[config.mk]
export PLATFORM = sky130hd
export DESIGN_NAME = vtb_unit
export DESIGN_NICKNAME = d
export VERILOG_FILES = /design/src/rtl/vtb_pkg.sv /design/src/rtl/vtb_host_cnt.sv /design/src/rtl/vtb_offset.sv /design/src/rtl/vtb_view.sv /design/src/rtl/vtb_unit.sv
export SDC_FILE = /design/constraint.sdc
export NUM_CORES = 1
export LEC_CHECK = 0
export BUFFER_PORTS_ARGS = -buffer_cell sky130_fd_sc_hd__buf_4
export CELL_PAD_IN_SITES_DETAIL_PLACEMENT = 1
export CELL_PAD_IN_SITES_GLOBAL_PLACEMENT = 1
export CORE_MARGIN = 2
export CORE_UTILIZATION = 50
export DETAILED_ROUTE_END_ITERATION = 10
export PLACE_DENSITY_LB_ADDON = 0.15
export SYNTH_ARGS = -nofsm -noshare
export SYNTH_HDL_FRONTEND = slang
export SYNTH_SLANG_ARGS = --single-unit
export TNS_END_PERCENT = 1
[constraint.sdc]
create_clock -name clk -period 9.78 [get_ports clk]
set_input_delay 1.467 -clock clk [delete_from_list [all_inputs] [get_ports clk]]
set_output_delay 1.467 -clock clk [all_outputs]
set_load 0.01 [all_outputs]
[src/rtl/vtb_pkg.sv]
package vtb_pkg;
  typedef enum logic [1:0] {
    SEL_HOST_LO = 2'd0,
    SEL_HOST_HI = 2'd1,
    SEL_OFF_LO  = 2'd2,
    SEL_OFF_HI  = 2'd3
  } vtb_sel_e;
endpackage

[src/rtl/vtb_host_cnt.sv]
module vtb_host_cnt #(
  parameter int CNT_W = 64
) (
  input  logic             clk,
  input  logic             rst,
  input  logic             tick,
  input  logic             wr_lo,
  input  logic             wr_hi,
  input  logic [CNT_W/2-1:0] wr_data,
  output logic [CNT_W-1:0] count
);
  localparam int HALF_W = CNT_W / 2;

  logic [HALF_W-1:0] lo_q, hi_q, lo_d, hi_d;
  logic              carry;

  // carry is judged on the lower half as held, before any write
  assign carry = tick && (&lo_q);

  always_comb begin
    lo_d = lo_q;
    hi_d = hi_q;
    if (wr_lo)      lo_d = wr_data;
    else if (tick)  lo_d = lo_q + HALF_W'(1);
    if (wr_hi)      hi_d = wr_data;
    else if (carry) hi_d = hi_q + HALF_W'(1);
  end

  always_ff @(posedge clk) begin
    if (rst) begin
      lo_q <= '0;
      hi_q <= '0;
    end else begin
      lo_q <= lo_d;
      hi_q <= hi_d;
    end
  end

  assign count = {hi_q, lo_q};
endmodule

[src/rtl/vtb_offset.sv]
module vtb_offset #(
  parameter int CNT_W = 64
) (
  input  logic               clk,
  input  logic               rst,
  input  logic               wr_lo,
  input  logic               wr_hi,
  input  logic [CNT_W/2-1:0] wr_data,
  output logic [CNT_W-1:0]   offset
);
  localparam int HALF_W = CNT_W / 2;

  logic [HALF_W-1:0] half_q [2];
  logic [1:0]        wr_en;

  assign wr_en = {wr_hi, wr_lo};

  for (genvar g = 0; g < 2; g++) begin : g_half
    always_ff @(posedge clk) begin
      if (rst)           half_q[g] <= '0;
      else if (wr_en[g]) half_q[g] <= wr_data;
    end
  end

  assign offset = {half_q[1], half_q[0]};
endmodule

[src/rtl/vtb_view.sv]
module vtb_view #(
  parameter int CNT_W = 64
) (
  input  logic             clk,
  input  logic             rst,
  input  logic             guest,
  input  logic [CNT_W-1:0] host,
  input  logic [CNT_W-1:0] offset,
  output logic [CNT_W-1:0] rd_data
);
  logic [CNT_W-1:0] sum;

  assign sum = host + offset;  // modulo 2^CNT_W by width

  always_ff @(posedge clk) begin
    if (rst) rd_data <= '0;
    else     rd_data <= guest ? sum : host;
  end
endmodule

[src/rtl/vtb_unit.sv]
module vtb_unit #(
  parameter int CNT_W = 64,
  parameter int SEL_W = 2
) (
  input  logic               clk,
  input  logic               rst,
  input  logic               tick,
  input  logic               priv,
  input  logic               wr_valid,
  input  logic [SEL_W-1:0]   wr_sel,
  input  logic [CNT_W/2-1:0] wr_data,
  input  logic               rd_guest,
  output logic [CNT_W-1:0]   rd_data,
  output logic               wr_err
);
  import vtb_pkg::*;

  logic             wr_ok;
  logic [3:0]       hit;
  logic [CNT_W-1:0] host_q;
  logic [CNT_W-1:0] off_q;

  assign wr_ok = wr_valid && priv;

  for (genvar s = 0; s < 4; s++) begin : g_dec
    assign hit[s] = wr_ok && (wr_sel == SEL_W'(s));
  end

  vtb_host_cnt #(.CNT_W(CNT_W)) u_cnt (
    .clk     (clk),
    .rst     (rst),
    .tick    (tick),
    .wr_lo   (hit[SEL_HOST_LO]),
    .wr_hi   (hit[SEL_HOST_HI]),
    .wr_data (wr_data),
    .count   (host_q)
  );

  vtb_offset #(.CNT_W(CNT_W)) u_off (
    .clk     (clk),
    .rst     (rst),
    .wr_lo   (hit[SEL_OFF_LO]),
    .wr_hi   (hit[SEL_OFF_HI]),
    .wr_data (wr_data),
    .offset  (off_q)
  );

  vtb_view #(.CNT_W(CNT_W)) u_view (
    .clk     (clk),
    .rst     (rst),
    .guest   (rd_guest),
    .host    (host_q),
    .offset  (off_q),
    .rd_data (rd_data)
  );

  always_ff @(posedge clk) begin
    if (rst) wr_err <= 1'b0;
    else     wr_err <= wr_valid && !priv;
  end
endmodule

==> Flow_metrics.wiki <==
{| class="wikitable"
! Metric !! Value
|-
| Status || completed
|-
| Estimated wirelength of the detail-placed design || 28600 um
|-
| Area grow syn2layout || 13.7%
|-
| Fin. max-slew vios || 0
|-
| Yosys top cell by area || sky130_fd_sc_hd__dfxtp_1
|-
| Comb pwr share || 0.168
|-
| Startpoint class of the critical path || register
|-
| Antenna violations before repair || 0
|-
| Final setup TNS || 0 ps
|-
| Total detailed-routing wirelength || 38200 um
|-
| Met3 global-route usage || 0.0476
|-
| Total inserted antenna cells || 0
|-
| Avg Inst Size Synth || 8.90 sq um
|-
| Vias in the first global route || 10300
|-
| Design Power || 1980 uW
|-
| Top Ports || 105
|-
| Port-buffer cells || 104
|-
| Final setup viols || 0
|-
| Busiest layer in global routing || met2
|-
| Grt met1 use || 0.441
|-
| Initial core utilization || 0.512
|-
| Post-route antenna net violation count || 0
|-
| Maximum number of pins on one net before global-route repair || 84
|-
| Peak fanout along the critical path || 8
|-
| Classification of the worst setup path || reg2reg
|-
| Power per Cell Area || 149 nW/um^2
|-
| Endpoint class of the critical path || register
|-
| Vias per cell || 6.13
|-
| Sequential area share after synthesis || 0.385
|-
| Core Rows || 55
|-
| Fillers || 2710
|-
| Gate count of the mapped netlist || 1315
|-
| Number of DRC violations after detailed-routing iteration 0 || 799
|-
| Number of hold buffers added after CTS || 0
|-
| Leak pwr || 0.00552 uW
|-
| Number of enable flip-flop cells after synthesis || 64
|-
| Clock tree from TritonCTS || done
|-
| Achievable clock frequency || 235 MHz
|-
| Sequential Power Share || 0.458
|-
| Via total after detailed routing || 10500
|-
| Internal Dissipation || 1410 uW
|-
| Final period demand of the worst path || 4250 ps
|-
| Post-CTS setup-driven buffer insertion count || 0
|-
| Dominant cells by area after synthesis || sky130_fd_sc_hd__dfxtp_1 (22%), sky130_fd_sc_hd__edfxtp_1 (16%), sky130_fd_sc_hd__ha_1 (6.9%), sky130_fd_sc_hd__nor2_1 (5.1%), sky130_fd_sc_hd__xor2_1 (4.3%)
|-
| Area of all sequential standard cells || 4500 sq um
|-
| Post-synthesis net count || 1421
|-
| Worst slack, placed || 5500 ps
|-
| Area of the mapped netlist || 11700 sq um
|-
| M2 GR Usage || 0.501
|-
| Worst vdd ir || 142 uV
|-
| Worst Hold Class || reg2reg
|-
| Number of buffers created by CTS || 17
|-
| Endpoints failing hold || 0
|-
| Period utilisation layout || 0.435
|-
| Wire length of the first global-routing pass || 58800 um
|-
| Part of the power in the clock network || 0.374
|-
| Fraction of layout cells with a size suffix above 1 || 0.123
|-
| Maxcap violations || 0
|-
| Clk slew on worst S/H paths || 70 ps
|-
| Slew Limit Headroom || 0.235
|-
| CTS Root Cell || sky130_fd_sc_hd__clkbuf_16
|-
| Later-pin clock latency in the skew report || 440 ps
|-
| Combined area of the multi-input logic cells || 6870 sq um
|-
| Number of flip-flops and latches in the synthesized netlist || 193
|-
| Nets || 1489
|-
| Worst Max-Slew Pin Slew || 1140 ps
|-
| Proportion of netlist area held by the largest area contributor || 0.221
|-
| Minimum setup slack in the final design || 5530 ps
|-
| Commonest register cell after synthesis || sky130_fd_sc_hd__dfxtp_1
|-
| Placeable core region || 22800 sq um
|-
| Maximum buffer depth of the clock tree || 2
|-
| Horiz. Die Dim || 157 um
|-
| Total routing resource utilization after global routing || 0.314
|-
| Overflow left after global routing || 0
|-
| Fraction of registers with async set/reset || 0
|-
| RSZ-0062 raised after global routing || no
|-
| DRC violation count after routing || 0
|-
| Router iterations before antenna repair || 5
|-
| TritonCTS sink count || 193
|-
| # H-tree levels || 4
|-
| Count of non-filler cells in the finished layout || 1709
|-
| Post-Place Cells || 1677
|-
| Die height || 157 um
|-
| Routed length per placed instance || 22.3 um
|-
| Cells resized by post-CTS repair || 0
|-
| Data arrival time of the critical path || 4540 ps
|-
| Weighted congestion reported at the end of routability-driven placement || 0.905
|-
| Count of distinct cell types in the synthesized netlist || 74
|-
| Switching Fraction || 0.287
|-
| Clock tree skew after final layout || 12.5 ps
|-
| Required arrival time at the worst endpoint || 10070 ps
|-
| Sw power || 569 uW
|-
| Total of warnings raised by yosys || 0
|-
| Full die area || 24700 sq um
|}
[kinds of logic after synthesis]
logic type / share of synthesized area
AO/OA/AOI/OAI: 0.192
XOR/XNOR: 0.0785
adder cells (fa/ha/maj): 0.0712
buffers and inverters: 0.0295
flip-flops: 0.385
multiplexers: 0.0333
AND/OR/NAND/NOR: 0.210
[power by group through the flow]
stage / clock network (uW) / registers [uW] / logic, uW
floorplan: 0 / 924 / 198
global placement: 0 / 922 / 317
detailed placement: 0 / 925 / 326
CTS: 749 / 907 / 329
global route: 776 / 912 / 361
finish: 740 / 908 / 332
[through the flow]
stage	hold WS (ps)	utilization	cell area [sq um]
after floorplan	462	-	11700
after global placement	500	0.556	12700
after detailed placement	514	0.556	12700
after CTS	516	0.583	13300
after global routing	552	0.583	13300
final	528	0.583	13300
[cell type report]
| class | count | area share |
|---|---|---|
| repair buffers | 112 | 0.0631 |
| inverters | 26 | 0.00733 |
| multi-input cells | 1033 | 0.516 |
| clock inverters | 12 | 0.0108 |
| flip-flops and latches | 193 | 0.338 |
| well taps | 313 | 0.0294 |
| clock buffers | 20 | 0.0351 |
[worst paths after layout]
kind,slack (ps),cells after the start,start,end
hold / removal,530,2,u_cnt.hi_q[31]$_SDFFE_PP0P_,u_view.rd_data[63]$_SDFF_PP0_
hold reg to reg,530,2,u_cnt.hi_q[31]$_SDFFE_PP0P_,u_view.rd_data[63]$_SDFF_PP0_
setup reg to reg,5530,11,u_cnt.lo_q[12]$_SDFFE_PP0P_,u_view.rd_data[59]$_SDFF_PP0_
setup / recovery,5530,11,u_cnt.lo_q[12]$_SDFFE_PP0P_,u_view.rd_data[59]$_SDFF_PP0_
[per-layer routing]
layer / up-vias / share of wire / wire (um)
li1: 4916 / - / -
met3: 50 / 0.066 / 2510
met5: - / 0 / 0
met1: 5159 / 0.45 / 17400
met4: 0 / 0.025 / 958
met2: 353 / 0.45 / 17400
[critical path: stages, from the launching register on]
cell and delay [ps]:
sky130_fd_sc_hd__dfxtp_1 390, sky130_fd_sc_hd__ha_1 490, sky130_fd_sc_hd__nand2_1 120, sky130_fd_sc_hd__nor2_1 270, sky130_fd_sc_hd__or4b_1 620, sky130_fd_sc_hd__a21oi_1 270, sky130_fd_sc_hd__nor2_1 170, sky130_fd_sc_hd__o211ai_1 600
sky130_fd_sc_hd__a41oi_1 390, sky130_fd_sc_hd__o21ai_0 420, sky130_fd_sc_hd__a311o_1 230, sky130_fd_sc_hd__o221ai_1 120
[registers in the layout, indices dropped and copies added, names as in the netlist]
name and cells:
u_cnt.hi_q 32, u_cnt.lo_q 32, u_off.half_q 64, u_view.rd_data 64, wr_err 1
[cells in the mapped netlist, types with 9 or more instances]
| library cell | count |
|---|---|
| sky130_fd_sc_hd__mux2i_1 | 39 |
| sky130_fd_sc_hd__dfxtp_1 | 129 |
| sky130_fd_sc_hd__nand2_1 | 99 |
| sky130_fd_sc_hd__edfxtp_1 | 64 |
| sky130_fd_sc_hd__xnor2_1 | 48 |
| sky130_fd_sc_hd__and2_1 | 69 |
| sky130_fd_sc_hd__clkbuf_1 | 55 |
| sky130_fd_sc_hd__inv_1 | 24 |
| sky130_fd_sc_hd__a21oi_1 | 91 |
| sky130_fd_sc_hd__a31oi_1 | 9 |
| sky130_fd_sc_hd__o21bai_1 | 26 |
| sky130_fd_sc_hd__xor2_1 | 57 |
| sky130_fd_sc_hd__ha_1 | 65 |
| sky130_fd_sc_hd__a21o_1 | 41 |
| sky130_fd_sc_hd__o21a_1 | 9 |
| sky130_fd_sc_hd__nand3_1 | 36 |
| sky130_fd_sc_hd__a211oi_1 | 56 |
| sky130_fd_sc_hd__and3_1 | 15 |
| sky130_fd_sc_hd__a311oi_1 | 10 |
| sky130_fd_sc_hd__nor2_1 | 159 |
| sky130_fd_sc_hd__or3_1 | 16 |
| sky130_fd_sc_hd__nor3_1 | 12 |
| sky130_fd_sc_hd__nand4_1 | 35 |
| sky130_fd_sc_hd__o21ai_0 | 43 |
[cells in the final DEF (no fill, tap or decap), drive strengths merged, types with 36 or more instances in the layout]
cell type  synthesis  routed
ha                65      65
mux2i             39      39
xnor2             48      48
nand2            101     101
nand4             36      36
a211oi            60      60
xor2              57      57
edfxtp            64      64
buf                8     112
and2              69      69
a21o              41      41
o21ai             47      47
dfxtp            129     129
a21oi             91      91
nor2             161     161
nand3             37      37
Note: power is estimated with default switching activity, not from simulation.
